## config.mk

```make
export PLATFORM = sky130hd
export DESIGN_NAME = tdm_xbar
export DESIGN_NICKNAME = d
export VERILOG_FILES = /design/src/rtl/tdm_xbar_pkg.sv /design/src/rtl/tdm_xbar_seq.sv /design/src/rtl/tdm_xbar_inmux.sv /design/src/rtl/tdm_xbar_lane.sv /design/src/rtl/tdm_xbar.sv
export SDC_FILE = /design/constraint.sdc
export NUM_CORES = 1
export LEC_CHECK = 0
export ABC_AREA = 1
export BUFFER_PORTS_ARGS = -buffer_cell sky130_fd_sc_hd__buf_2
export CAP_MARGIN = 20
export CORE_MARGIN = 1.5
export CORE_UTILIZATION = 40
export CTS_CLUSTER_SIZE = 14
export DETAILED_ROUTE_END_ITERATION = 12
export GPL_ROUTABILITY_DRIVEN = 0
export HOLD_SLACK_MARGIN = 0.06
export PLACE_DENSITY = 0.57
export SYNTH_ARGS = -nofsm -noshare
export SYNTH_HDL_FRONTEND = slang
export SYNTH_SLANG_ARGS = --single-unit
```

## constraint.sdc

```tcl
create_clock -name clk -period 2.25 [get_ports clk]
set_input_delay 0.45 -clock clk [delete_from_list [all_inputs] [get_ports clk]]
set_output_delay 0.45 -clock clk [all_outputs]
set_load 0.01 [all_outputs]
```

## src/rtl/tdm_xbar_pkg.sv

```systemverilog
package tdm_xbar_pkg;
    typedef enum logic [0:0] {
        ST_FILL = 1'b0,
        ST_RUN  = 1'b1
    } seq_state_t;
endpackage

```

## src/rtl/tdm_xbar_seq.sv

```systemverilog
module tdm_xbar_seq
    import tdm_xbar_pkg::*;
#(
    parameter int NUM_CH = 7,
    parameter int CNT_W  = 3
) (
    input  logic             clk,
    input  logic             rst_n,
    output logic [CNT_W-1:0] chan,
    output logic             frame_load
);
    localparam logic [CNT_W-1:0] LAST = CNT_W'(NUM_CH - 1);

    seq_state_t       state_q, state_d;
    logic [CNT_W-1:0] chan_q;

    // state register
    always_ff @(posedge clk or negedge rst_n) begin
        if (!rst_n) state_q <= ST_FILL;
        else        state_q <= state_d;
    end

    always_comb begin
        state_d = state_q;
        unique case (state_q)
            ST_FILL: if (chan_q == LAST) state_d = ST_RUN;
            ST_RUN:  state_d = ST_RUN;
        endcase
    end

    // channel counter
    always_ff @(posedge clk or negedge rst_n) begin
        if (!rst_n)              chan_q <= '0;
        else if (chan_q == LAST) chan_q <= '0;
        else                     chan_q <= chan_q + 1'b1;
    end

    // outputs
    always_comb begin
        chan       = chan_q;
        frame_load = 1'b0;
        unique case (state_q)
            ST_FILL: frame_load = 1'b0;
            ST_RUN:  frame_load = (chan_q == '0);
        endcase
    end

    p_chan_range_r1: assert property (@(posedge clk) disable iff (!rst_n)
        chan <= LAST);
    p_chan_wrap_r1: assert property (@(posedge clk) disable iff (!rst_n)
        (chan == LAST) |=> (chan == '0));
    p_chan_step_r1: assert property (@(posedge clk) disable iff (!rst_n)
        (chan != LAST) |=> (chan == $past(chan) + 1'b1));
    p_strobe_gap_r2: assert property (@(posedge clk) disable iff (!rst_n)
        frame_load |=> !frame_load);
    p_fill_quiet_r2: assert property (@(posedge clk) disable iff (!rst_n)
        (state_q == ST_FILL) |-> !frame_load);
endmodule

```

## src/rtl/tdm_xbar_inmux.sv

```systemverilog
module tdm_xbar_inmux #(
    parameter int NUM_CH = 7,
    parameter int DATA_W = 10,
    parameter int CNT_W  = 3
) (
    input  logic [NUM_CH*DATA_W-1:0] bus_in,
    input  logic [CNT_W-1:0]         chan,
    output logic [DATA_W-1:0]        sample
);
    always_comb begin
        sample = '0;
        for (int i = 0; i < NUM_CH; i++) begin
            if (int'(chan) == i) sample = bus_in[i*DATA_W +: DATA_W];
        end
    end
endmodule

```

## src/rtl/tdm_xbar_lane.sv

```systemverilog
module tdm_xbar_lane #(
    parameter int NUM_CH = 7,
    parameter int DATA_W = 10,
    parameter int SEL_W  = 3
) (
    input  logic              clk,
    input  logic              rst_n,
    input  logic [DATA_W-1:0] sample,
    input  logic              load,
    input  logic [SEL_W-1:0]  sel,
    output logic [DATA_W-1:0] lane_out
);
    logic [DATA_W-1:0] sr [NUM_CH];
    logic [DATA_W-1:0] tap;

    always_ff @(posedge clk or negedge rst_n) begin
        if (!rst_n) begin
            for (int k = 0; k < NUM_CH; k++) sr[k] <= '0;
        end else begin
            sr[0] <= sample;
            for (int k = 1; k < NUM_CH; k++) sr[k] <= sr[k-1];
        end
    end

    // entry NUM_CH-1-s carries channel s when the strobe is high
    always_comb begin
        tap = '0;
        for (int k = 0; k < NUM_CH; k++) begin
            if (int'(sel) == NUM_CH - 1 - k) tap = sr[k];
        end
    end

    always_ff @(posedge clk or negedge rst_n) begin
        if (!rst_n)    lane_out <= '0;
        else if (load) lane_out <= tap;
    end

    for (genvar k = 1; k < NUM_CH; k++) begin : g_chk
        p_shift_r3: assert property (@(posedge clk) disable iff (!rst_n)
            sr[k] == $past(sr[k-1]));
    end

    p_hold_r5: assert property (@(posedge clk) disable iff (!rst_n)
        !load |=> $stable(lane_out));
    p_zero_sel_r6: assert property (@(posedge clk) disable iff (!rst_n)
        (load && int'(sel) >= NUM_CH) |=> (lane_out == '0));
endmodule

```

## src/rtl/tdm_xbar.sv

```systemverilog
module tdm_xbar #(
    parameter  int NUM_PORTS = 7,
    parameter  int DATA_W    = 10,
    localparam int CNT_W     = $clog2(NUM_PORTS),
    localparam int SEL_W     = $clog2(NUM_PORTS + 1)
) (
    input  logic                       clk,
    input  logic                       rst_n,
    input  logic [NUM_PORTS*DATA_W-1:0] port_in,
    input  logic [NUM_PORTS*SEL_W-1:0]  route_sel,
    output logic [NUM_PORTS*DATA_W-1:0] port_out,
    output logic                       frame_strobe
);
    logic [CNT_W-1:0]  chan;
    logic              load;
    logic [DATA_W-1:0] stream;

    tdm_xbar_seq #(.NUM_CH(NUM_PORTS), .CNT_W(CNT_W)) u_seq (
        .clk        (clk),
        .rst_n      (rst_n),
        .chan       (chan),
        .frame_load (load)
    );

    tdm_xbar_inmux #(.NUM_CH(NUM_PORTS), .DATA_W(DATA_W), .CNT_W(CNT_W)) u_mux (
        .bus_in (port_in),
        .chan   (chan),
        .sample (stream)
    );

    for (genvar l = 0; l < NUM_PORTS; l++) begin : g_lane
        tdm_xbar_lane #(.NUM_CH(NUM_PORTS), .DATA_W(DATA_W), .SEL_W(SEL_W)) u_lane (
            .clk      (clk),
            .rst_n    (rst_n),
            .sample   (stream),
            .load     (load),
            .sel      (route_sel[l*SEL_W +: SEL_W]),
            .lane_out (port_out[l*DATA_W +: DATA_W])
        );
    end

    assign frame_strobe = load;
endmodule

```

* After elaboration in Yosys (flattened, before gate mapping)
Cells that the tools add are included.
Word-level totals: register bits 144, input port bits 93, output and inout bits 71, word-level logic and storage cells 136
Cells by class: add/subtract/negate cells 1, equal/unequal tests 49, muxes and demuxes 60, bitwise operators 1, reduce and logical (&&, ||, !) cells 9
Operator list (number):
- $mux W10 | 56
- $eq A3 B3 Y1 const B | 33
- $eq A3 B2 Y1 const B | 16
- $logic_not A3 Y1 | 9
- $pmux W1 S2 | 2
- $add A3 B1 Y3 const B | 1
- $mux W3 | 1
- $mux W1 | 1
- $not A1 Y1 | 1

* Longest topological paths before layout
Gate-level depths: netlist of run 1.
depth after elaboration 8, gate-level depth with buffers 12

* Cells and area by module
From an unflattened synthesis of run 1, not the netlist that was laid out.
Second synthesis, totals: cells, all modules 1897, area, all modules 20228.2 um^2
Modules (own cells, without submodules):
- tdm_xbar_lane | instances 7, cells an instance 250, area an instance 2778.9 um^2, seq. area each 2001.9 um^2
- tdm_xbar_inmux | instances 1, cells an instance 127, area an instance 609.3 um^2, seq. area each 0.0 um^2
- tdm_xbar_seq | instances 1, cells an instance 20, area an instance 166.4 um^2, seq. area each 100.1 um^2

* Worst setup path before layout of run 1
Ideal clock, no wire load.
path type register -> register, start point reg u_seq.chan_q[2], in the netlist u_seq.chan[2], end point reg g_lane[6].u_lane.sr[67] (netlist name), library setup time 0.116 ns, arrival 1.642 ns, required time 2.134 ns, setup slack 0.492 ns, stages on the path, launching flop included 12, path buffers 2, period minus slack after synthesis 1.758 ns, cells stage by stage dfrtp_1 inv_2 buf_2 ha_1 clkbuf_1 nor2_1 nand2_1 nand2_1 nand2_1 nand2_1 nand2_1 nand2_1
On the way: cells in the longest elaborated chain, start to end 8, elaborated cells on any way between the ends 14, classes of those cells eq/ne (6); mux (7); reduce/logical (1)
Ends and longest elaborated chain:
- from (decl) | line tdm_xbar_seq.sv:15 | logic [CNT_W-1:0] chan_q;
- from (signal assigned) | line tdm_xbar_seq.sv:35 | else chan_q <= chan_q + 1'b1;
- $logic_not A3 Y1 | line tdm_xbar_inmux.sv:13 | if (int'(chan) == i) sample = bus_in[i*DATA_W +: DATA_W];
- $mux W10 (6 in a row) | line tdm_xbar_inmux.sv:13
- $mux W10 (*) | line tdm_xbar_inmux.sv:13
- net g_lane[0].u_lane.sample[7] | line tdm_xbar_lane.sv:8 | input logic [DATA_W-1:0] sample,
- to (decl) | line tdm_xbar_lane.sv:13 | logic [DATA_W-1:0] sr [NUM_CH];
Mark *: on every way through the listed nets, which the timed path passes. The rest lies on a longest branch. A chain may end at the register's enable or synchronous reset.

* Worst setup path after layout of run 1
start point reg u_seq.chan_q[1], in the netlist u_seq.chan[1], end point out frame_strobe
On the way: cells in the longest elaborated chain, start to end 2
Ends and longest elaborated chain:
- $logic_not A3 Y1 | line tdm_xbar_seq.sv:44 | ST_RUN: frame_load = (chan_q == '0);
- $pmux W1 S2 | line tdm_xbar_seq.sv:42 | unique case (state_q)
- to (decl) | line tdm_xbar.sv:12 | output logic frame_strobe
No other way between the ends.

==> run metrics, run 1 <==
vias 10200; flop-to-flop setup slack 0.42 ns; Clock Latency Late Sink 0.44 ns; worst-path cell chain nor3_4 -> nand2_8 -> inv_1 -> buf_2; hold endpoint g_lane[6].u_lane.sr[60]$_DFF_PN0_; share of layout cells above drive strength 1 17.7%; Max Slew Vio Count 0; post-placement setup slack 0.276 ns; sequential-to-total area share from yosys stat 41.0%; Clock Tree Buf Depth 2; Min Hold Slack 0.213 ns; Synth cell types 27; CP max FO 13; worst reg2reg path depth 10; startpoint types flop; run status completed; Post-Syn Nets 1373; Nets 1537; final worst path period share 94.8%; n_diodes 0; CP arrival 1.68 ns; Slew @ Worst Pin 0.998 ns; Hold Crit Depth 3; setup TNS 0 ns; reg2reg end g_lane[6].u_lane.sr[61]$_DFF_PN0_; Synth Warn # 0; WL/cell 21.1 µm; post-synthesis cell count 1279; Leak Pwr 5.09 nW; Max stage delay on crit path 0.48 ns; gr usage total 32.6%; TritonCTS clock tree yes; slew margin rel. 33.3%; Die Area 0.0229 mm²; Worst Skew 0.0102 ns; vias in the first global route 9474; Remaining Overflow, GRT 0; Worst EP required 1.80 ns; origin of the critical flop-to-flop path u_seq.chan[2]$_DFF_PN0_; number of cell rows 54; Die Wd 151 µm; register bit total from synthesis 144; Netlist Area Pre-Place 0.00879 mm²; vias per std cell 5.88; Antenna Nets Post-Route 0; Pre-antenna DRT Iters 6; final core utilization 49.1%; crit path kind flop to output pin; crit path max-delay cell type dfrtp_1; post-synth top area cell dfrtp_1; Final min period 2.13 ns; post-route setup slack 0.117 ns; maximum VDD drop 394 µV; core footprint 0.0217 mm²; clk sink count 144; Final Hold Viols 0; largest net degree at the start of global routing 88; Detailed Route Iter0 Violations 1446; MaxCap Viol Count 0; hpwl dp 25900 µm; Num CTS Buffers 17; Fmax achieved 469 MHz; initial antenna violation count 0; CP Capture Type output pin; Buf/Inv on CP 2; CTS clock-pin slew for the worst setup and hold paths 0.06 ns; Starting Density 40.5%; CTS root buffer clkbuf_16; worst min path class input port to flop; share of the synthesized area in the top cell type 41.0%; WL final 36700 µm; setup violators final 0; H-tree Lvls 4; port bufs 163; Area Overhead vs Synth 21.1%; syn_area_per_cell 6.87 µm²; top area cells in the synthesized netlist dfrtp_1 (41%), nand2_1 (19%), a21oi_1 (12%); RSZ-0062 raised after global routing false; first-pass GRT wire length 55000 µm; pwr/cell area 672 mW/mm²; final instance area 0.0106 mm²; hold path startpoint port_in[60]; Crit path max-delay family simple AND/OR/NAND/NOR gates; DRC violations left 0; Vert. Die Dim 151 µm; Post-DP Area 0.0100 mm²; I/O Pins 164
## timing repair
action                     CTS  global route
setup endpoints to repair    0             1
buffers inserted             0             3
hold buffers                 1             0
hold endpoints to repair    24             0
gates resized for setup      0             1
## metrics by stage
stage | total power [W] | cells
3_3_place_gp | 0.00431 | 1699
2_1_floorplan | 0.00364 | 1279
6_report | 0.00715 | 1736
5_1_grt | 0.00744 | 1736
3_5_place_dp | 0.00432 | 1699
4_1_cts | 0.00716 | 1732
## report_power, final
group | switching (W) | internal, W | total [W] | leakage [nW]
combinational | 0.000810 | 0.000418 | 0.00123 | 3.10
sequential | 0.000267 | 0.00281 | 0.00308 | 1.72
clock | 0.00129 | 0.00156 | 0.00285 | 0.273
total | 0.00237 | 0.00478 | 0.00715 | 5.09
## state kept, by name, indices dropped and copies added (netlist names)
name / count
u_seq.state_q: 1
u_seq.chan: 3
g_lane.u_lane.lane_out: 70
g_lane.u_lane.sr: 70
## how the worst max path moves through the flow
stage          slack (ns)                                  endpoint                     from  cells past startpoint
3_5_place_dp         0.28  g_lane[3].u_lane.lane_out[5]$_DFFE_PN0P_            route_sel[11]                      8
4_1_cts              0.04                              frame_strobe  u_seq.chan[1]$_DFF_PN0_                      4
3_3_place_gp         0.31  g_lane[3].u_lane.lane_out[9]$_DFFE_PN0P_            route_sel[11]                      8
5_1_grt             0.007                              frame_strobe  u_seq.chan[1]$_DFF_PN0_                      4
6_report             0.12                              frame_strobe  u_seq.chan[1]$_DFF_PN0_                      4
2_1_floorplan        0.49         g_lane[6].u_lane.sr[67]$_DFF_PN0_  u_seq.chan[2]$_DFF_PN0_                     11
## tightest hold or removal path: cells and delay by family
family,cells,cell delay (ns)
simple gates,2,0.09
buf+inv,1,0.07
## cells by family (layout without fill, tap and decap cells)
| family | after synthesis | after routing | synth area share, % |
|---|---|---|---|
| adder cells (fa/ha/maj) | 1 | 1 | 0.142 |
| AND/OR/NAND/NOR | 695 | 696 | 35.2 |
| buffers and inverters | 138 | 314 | 6.28 |
| AO/OA/AOI/OAI | 301 | 301 | 17.3 |
| flip-flops | 144 | 144 | 41.0 |
## cells in the final DEF (no fill, tap or decap), types with 5 or more instances in the layout
master,n
nand4_1,137
inv_6,6
inv_1,72
buf_2,162
nor2_2,5
nand2_1,438
nor3_2,11
dfrtp_1,144
clkinv_1,5
nor2_1,66
buf_4,34
clkbuf_16,17
o21ai_0,82
a21oi_1,213
nand3_1,28
## area by class of cell
| class | count | area [µm²] |
|---|---|---|
| fill | 2248 | 11000 |
| multi-input combinational | 998 | 4670 |
| sequential | 144 | 3600 |
| timing repair buffer | 201 | 1150 |
| clock buffer | 18 | 429 |
| tap | 280 | 350 |
| inverter | 81 | 304 |
| clock inverter | 14 | 141 |
## synthesized netlist by cell type, drive strengths merged
cell type	n
buf	26
a21oi	213
a211oi	4
or2	2
nor2	72
clkinv	5
o32ai	1
nand4	137
o21ai	82
a31oi	1
dfrtp	144
ha	1
nor3	16
nand3	29
inv	76
clkbuf	31
nand2	439
## routing by layer
layer  global-route usage, %  routed length [µm]  vias to the layer above
li1                        -                   -                     4703
met1                    44.3               14900                     4742
met2                    49.5               16400                      627
met3                    6.14                3700                      142
met4                    16.1                1720                        0
met5                       0                   0                        -
No activity file was read; power rests on OpenSTA's default activity.
==> inputs of run 2 (changes only) <==
--- a/config.mk
+++ b/config.mk
@@ -9,12 +9,12 @@
 export BUFFER_PORTS_ARGS = -buffer_cell sky130_fd_sc_hd__buf_2
 export CAP_MARGIN = 20
 export CORE_MARGIN = 1.5
-export CORE_UTILIZATION = 40
+export CORE_UTILIZATION = 25
 export CTS_CLUSTER_SIZE = 14
 export DETAILED_ROUTE_END_ITERATION = 12
 export GPL_ROUTABILITY_DRIVEN = 0
 export HOLD_SLACK_MARGIN = 0.06
-export PLACE_DENSITY = 0.57
+export PLACE_DENSITY = 0.4
 export SYNTH_ARGS = -nofsm -noshare
 export SYNTH_HDL_FRONTEND = slang
 export SYNTH_SLANG_ARGS = --single-unit
==> constraint.sdc (replaced) <==
create_clock -name clk -period 1.85 [get_ports clk]
set_input_delay 0.37 -clock clk [delete_from_list [all_inputs] [get_ports clk]]
set_output_delay 0.37 -clock clk [all_outputs]
set_load 0.01 [all_outputs]
==> run metrics, run 2 (synthesized netlist as in run 1, its figures left out) <==
run status completed; initial antenna violation count 1; final instance area 0.0113 mm²; DRC violations left 0; Multi-input gate area 0.00465 mm²; CTS root buffer clkbuf_16; share of layout cells above drive strength 1 19.9%; largest net degree at the start of global routing 78; Pre-antenna DRT Iters 5; Worst Skew 0.0139 ns; setup violators final 0; CP Capture Type output pin; vias in the first global route 10100; Leak Pwr 5.30 nW; Placed Cells 1907; Fmax achieved 551 MHz; commonest non-fill, non-tap cell in the layout nand2_1; hpwl dp 29800 µm; pwr/cell area 786 mW/mm²; RSZ-0062 raised after global routing true; startpoint types flop; most frequent cells in the layout nand2_1 (438), a21oi_1 (213), buf_2 (161), dfrtp_1 (142), nand4_1 (137); core footprint 0.0345 mm²; WL/cell 21.5 µm; largest registers g_lane.u_lane.lane_out (70), g_lane.u_lane.sr (70), u_seq.chan (3); final worst path period share 98.1%; Setup crit start u_seq.chan[0]$_DFF_PN0_; WL final 41800 µm; Clock Latency Late Sink 0.44 ns; Min Hold Slack 0.133 ns; Fillers 3841; CP arrival 1.44 ns; MaxCap Viol Count 0; Final Hold Viols 0; Worst EP required 1.48 ns; number of cell rows 68; TritonCTS clock tree yes; post-placement setup slack -0.00902 ns; Non-Filler Instances 1947; Die Wd 190 µm; Final min period 1.81 ns; Nets 1573; origin of the critical flop-to-flop path u_seq.chan[0]$_DFF_PN0_; H-tree Lvls 4; vias 10200; Area Overhead vs Synth 28.1%; hold path startpoint port_in[64]; maximum VDD drop 650 µV; crit path kind flop to output pin; CTS clock-pin slew for the worst setup and hold paths 0.07 ns; Post-DP Area 0.0106 mm²; Antenna Nets Post-Route 0; Vert. Die Dim 190 µm; vias per std cell 5.22; Register Area 0.00361 mm²; Clock Tree Buf Depth 2; Die Area 0.0363 mm²; clk sink count 144; port bufs 163; Detailed Route Iter0 Violations 1196; slew margin rel. 38.9%; first-pass GRT wire length 63300 µm; Remaining Overflow, GRT 0; Num CTS Buffers 17; Starting Density 25.4%; worst min path class input port to flop; post-route setup slack 0.0357 ns; gr usage total 23.5%; Max Slew Vio Count 0; I/O Pins 164; Slew @ Worst Pin 0.914 ns; CP max FO 2
[run 2: power by group]
group	total [W]	switching, W	internal, W
clock	0.00351	0.00150	0.00202
sequential	0.00376	0.000346	0.00342
combinational	0.00157	0.00101	0.000557
total	0.00885	0.00286	0.00599
[run 2: worst max-delay path: stages, from the launching register on]
cell,delay (ns)
dfrtp_2,0.42
nor3_4,0.24
nand2_4,0.08
buf_12,0.14
clkinv_4,0.04
buf_6,0.08
[run 2: final timing paths]
path                                                            end  slack [ns]  cells past startpoint
max in group asynchronous  g_lane[6].u_lane.lane_out[2]$_DFFE_PN0P_        0.88                      3
setup reg to reg           g_lane[5].u_lane.lane_out[3]$_DFFE_PN0P_        0.12                      8
min in group asynchronous         g_lane[4].u_lane.sr[13]$_DFF_PN0_        0.37                      2
hold / removal                    g_lane[6].u_lane.sr[64]$_DFF_PN0_        0.13                      3
setup / recovery                                       frame_strobe        0.04                      5
hold reg to reg                   g_lane[5].u_lane.sr[45]$_DFF_PN0_        0.40                      0
[run 2: stage by stage]
stage	util (%)	total power (W)	setup TNS (ns)
2_1_floorplan	-	0.00442	0
3_3_place_gp	30.6	0.00539	0
3_5_place_dp	30.6	0.00538	-0.0117
4_1_cts	32.5	0.00893	0
5_1_grt	32.6	0.00927	-0.00356
6_report	32.6	0.00885	0
[run 2: layout make-up]
cell class              count  area share, %
diodes                      1         0.0222
clock buffers              18           3.90
clock inverters            13           1.25
inverters                  81           2.75
multi-input cells         997           41.3
flip-flops and latches    144           32.0
well taps                 455           5.06
repair buffers            238           13.6
[run 2: routing by layer]
layer / part of all wire (%) / global-route usage (%) / vias to the layer above
met5: 0 / 0 / -
met2: 45 / 37.2 / 464
met4: 3.4 / 9.06 / 0
met3: 7.4 / 4.31 / 104
li1: - / - / 4791
met1: 44 / 31.7 / 4799
[run 2: what timing repair did]
item	CTS	global route
endpoints found under the hold margin	23	0
pin swaps	2	2
setup buffers	6	0
setup endpoints to repair	1	3
resized for setup	3	6
gates cloned	1	0
hold buffers	1	0
==> inputs of run 3 (changes only) <==
--- a/config.mk
+++ b/config.mk
@@ -8,13 +8,16 @@
 export ABC_AREA = 1
 export BUFFER_PORTS_ARGS = -buffer_cell sky130_fd_sc_hd__buf_2
 export CAP_MARGIN = 20
+export CELL_PAD_IN_SITES_DETAIL_PLACEMENT = 1
+export CELL_PAD_IN_SITES_GLOBAL_PLACEMENT = 1
 export CORE_MARGIN = 1.5
 export CORE_UTILIZATION = 25
+export CTS_BUF_LIST = sky130_fd_sc_hd__clkbuf_8 sky130_fd_sc_hd__clkbuf_16
 export CTS_CLUSTER_SIZE = 14
 export DETAILED_ROUTE_END_ITERATION = 12
 export GPL_ROUTABILITY_DRIVEN = 0
 export HOLD_SLACK_MARGIN = 0.06
-export PLACE_DENSITY = 0.4
+export PLACE_DENSITY = 0.53
 export SYNTH_ARGS = -nofsm -noshare
 export SYNTH_HDL_FRONTEND = slang
 export SYNTH_SLANG_ARGS = --single-unit
==> run metrics, run 3 (synthesized netlist as in run 1, its figures left out) <==
run status completed; MaxCap Viol Count 0; hpwl dp 32400 µm; Clock Tree Buf Depth 2; Nets 1575; clk sink count 144; maximum VDD drop 691 µV; final worst path period share 97.7%; Clock Latency Late Sink 0.45 ns; H-tree Lvls 4; commonest non-fill, non-tap cell in the layout nand2_1; CP max FO 3; Detailed Route Iter0 Violations 852; Fillers 4388; Pre-antenna DRT Iters 5; Area Overhead vs Synth 29.0%; Final Hold Viols 0; I/O Pins 164; vias per std cell 5.32; gr usage total 24.7%; vias in the first global route 10600; flop-to-flop setup slack 0.09 ns; number of cell rows 68; Fmax achieved 553 MHz; RSZ-0062 raised after global routing false; Num CTS Buffers 17; TritonCTS clock tree yes; Die Wd 190 µm; Hold Crit Depth 3; setup violators final 0; switching fraction of total power 31.7%; slew margin rel. 37.6%; WL final 43900 µm; Clk pwr share 43.3%; Antenna Nets Post-Route 0; worst min path class input port to flop; Placed Cells 1913; Leak Pwr 5.34 nW; CP arrival 1.44 ns; Non-Filler Instances 1951; Worst EP required 1.48 ns; setup TNS 0 ns; Min Hold Slack 0.125 ns; vias 10400; Vert. Die Dim 190 µm; most frequent cells in the layout nand2_1 (438), a21oi_1 (212), buf_2 (162), dfrtp_1 (143), nand4_1 (137); logic gate share of total power 17.2%; first-pass GRT wire length 66200 µm; Reg power frac 39.5%; pwr/cell area 838 mW/mm²; initial antenna violation count 2; crit path kind flop to output pin; Int Pwr 0.00648 W; Remaining Overflow, GRT 0; Psw 0.00301 W; CTS clock-pin slew for the worst setup and hold paths 0.07 ns; CP Capture Type output pin; CTS root buffer clkbuf_16; Starting Density 25.4%; worst reg2reg path depth 7; largest net degree at the start of global routing 88; Max Slew Vio Count 0; WL/cell 22.5 µm; DRC violations left 0; startpoint types flop; share of layout cells above drive strength 1 20.0%; Overall Power 0.00949 W; Final min period 1.81 ns; Worst Skew 0.00983 ns; port bufs 163; largest registers g_lane.u_lane.lane_out (70), g_lane.u_lane.sr (70), u_seq.chan (3); core footprint 0.0345 mm²; Slew @ Worst Pin 0.931 ns; Die Area 0.0363 mm²
==> run 3: cell count changes in the layout (fill, tap and decap cells not counted), moves of 3 or more <==
cell / before / now
clkinv_4: 4 / 0
buf_4: 63 / 66
clkinv_2: 3 / 0
bufinv_16: 2 / 5
==> run 3: critical path, cell delays in order (launching register included) <==
cell and delay, ns:
dfrtp_1 0.44, nor3_4 0.24, nand2_4 0.12, inv_1 0.07
buf_2 0.12
==> run 3: through the flow <==
step | utilization, % | worst slack (ns) | instance area (µm²)
2_1_floorplan | - | 0.0920 | 8790
3_3_place_gp | 30.7 | -0.0771 | 10600
3_5_place_dp | 30.7 | -0.0813 | 10600
4_1_cts | 32.8 | 0.0101 | 11300
5_1_grt | 32.8 | 0.000559 | 11300
6_report | 32.8 | 0.0417 | 11300
==> run 3: path summary, 6_finish.rpt <==
kind / end / startpoint
min in group asynchronous: g_lane[1].u_lane.lane_out[9]$_DFFE_PN0P_ / rst_n
worst max-delay path: frame_strobe / u_seq.chan[2]$_DFF_PN0_
worst min-delay path: g_lane[6].u_lane.sr[67]$_DFF_PN0_ / port_in[67]
max in group asynchronous: u_seq.chan[1]$_DFF_PN0_ / rst_n
worst max register to register: g_lane[5].u_lane.lane_out[8]$_DFFE_PN0P_ / u_seq.chan[2]$_DFF_PN0_
worst min register to register: g_lane[5].u_lane.sr[46]$_DFF_PN0_ / g_lane[5].u_lane.sr[56]$_DFF_PN0_
==> run 3: layer usage <==
layer  share of wire, %  global-route usage (%)
met2                 47                    39.8
met4                2.8                    8.45
met3                5.3                    3.55
met5                  0                       0
met1                 45                    33.7
==> run 3: area by class of cell <==
cell class / count / area [µm²] / area share, %
sequential: 144 / 3600 / 31.8
tap: 455 / 569 / 5.02
inverter: 81 / 304 / 2.68
multi-input combinational: 997 / 4650 / 41.0
clock inverter: 13 / 221 / 1.95
antenna: 2 / 5.00 / 0.0442
timing repair buffer: 240 / 1530 / 13.5
clock buffer: 19 / 453 / 4.00
==> run 3: power by group through the flow <==
stage | Clock [W] | Sequential, W | Combinational, W
floorplan | 0 | 0.00376 | 0.000667
global placement | 0 | 0.00381 | 0.00162
detailed placement | 0 | 0.00381 | 0.00164
CTS | 0.00417 | 0.00375 | 0.00164
global route | 0.00429 | 0.00379 | 0.00181
finish | 0.00411 | 0.00375 | 0.00163
==> run 3: timing repair <==
action                                 in CTS  in global routing
endpoints found under the hold margin      20                  0
hold buffers                                1                  0
pin swaps                                   2                  1
setup endpoints to repair                   1                  3
buffers inserted                            2                  1
resized for setup                           1                  2
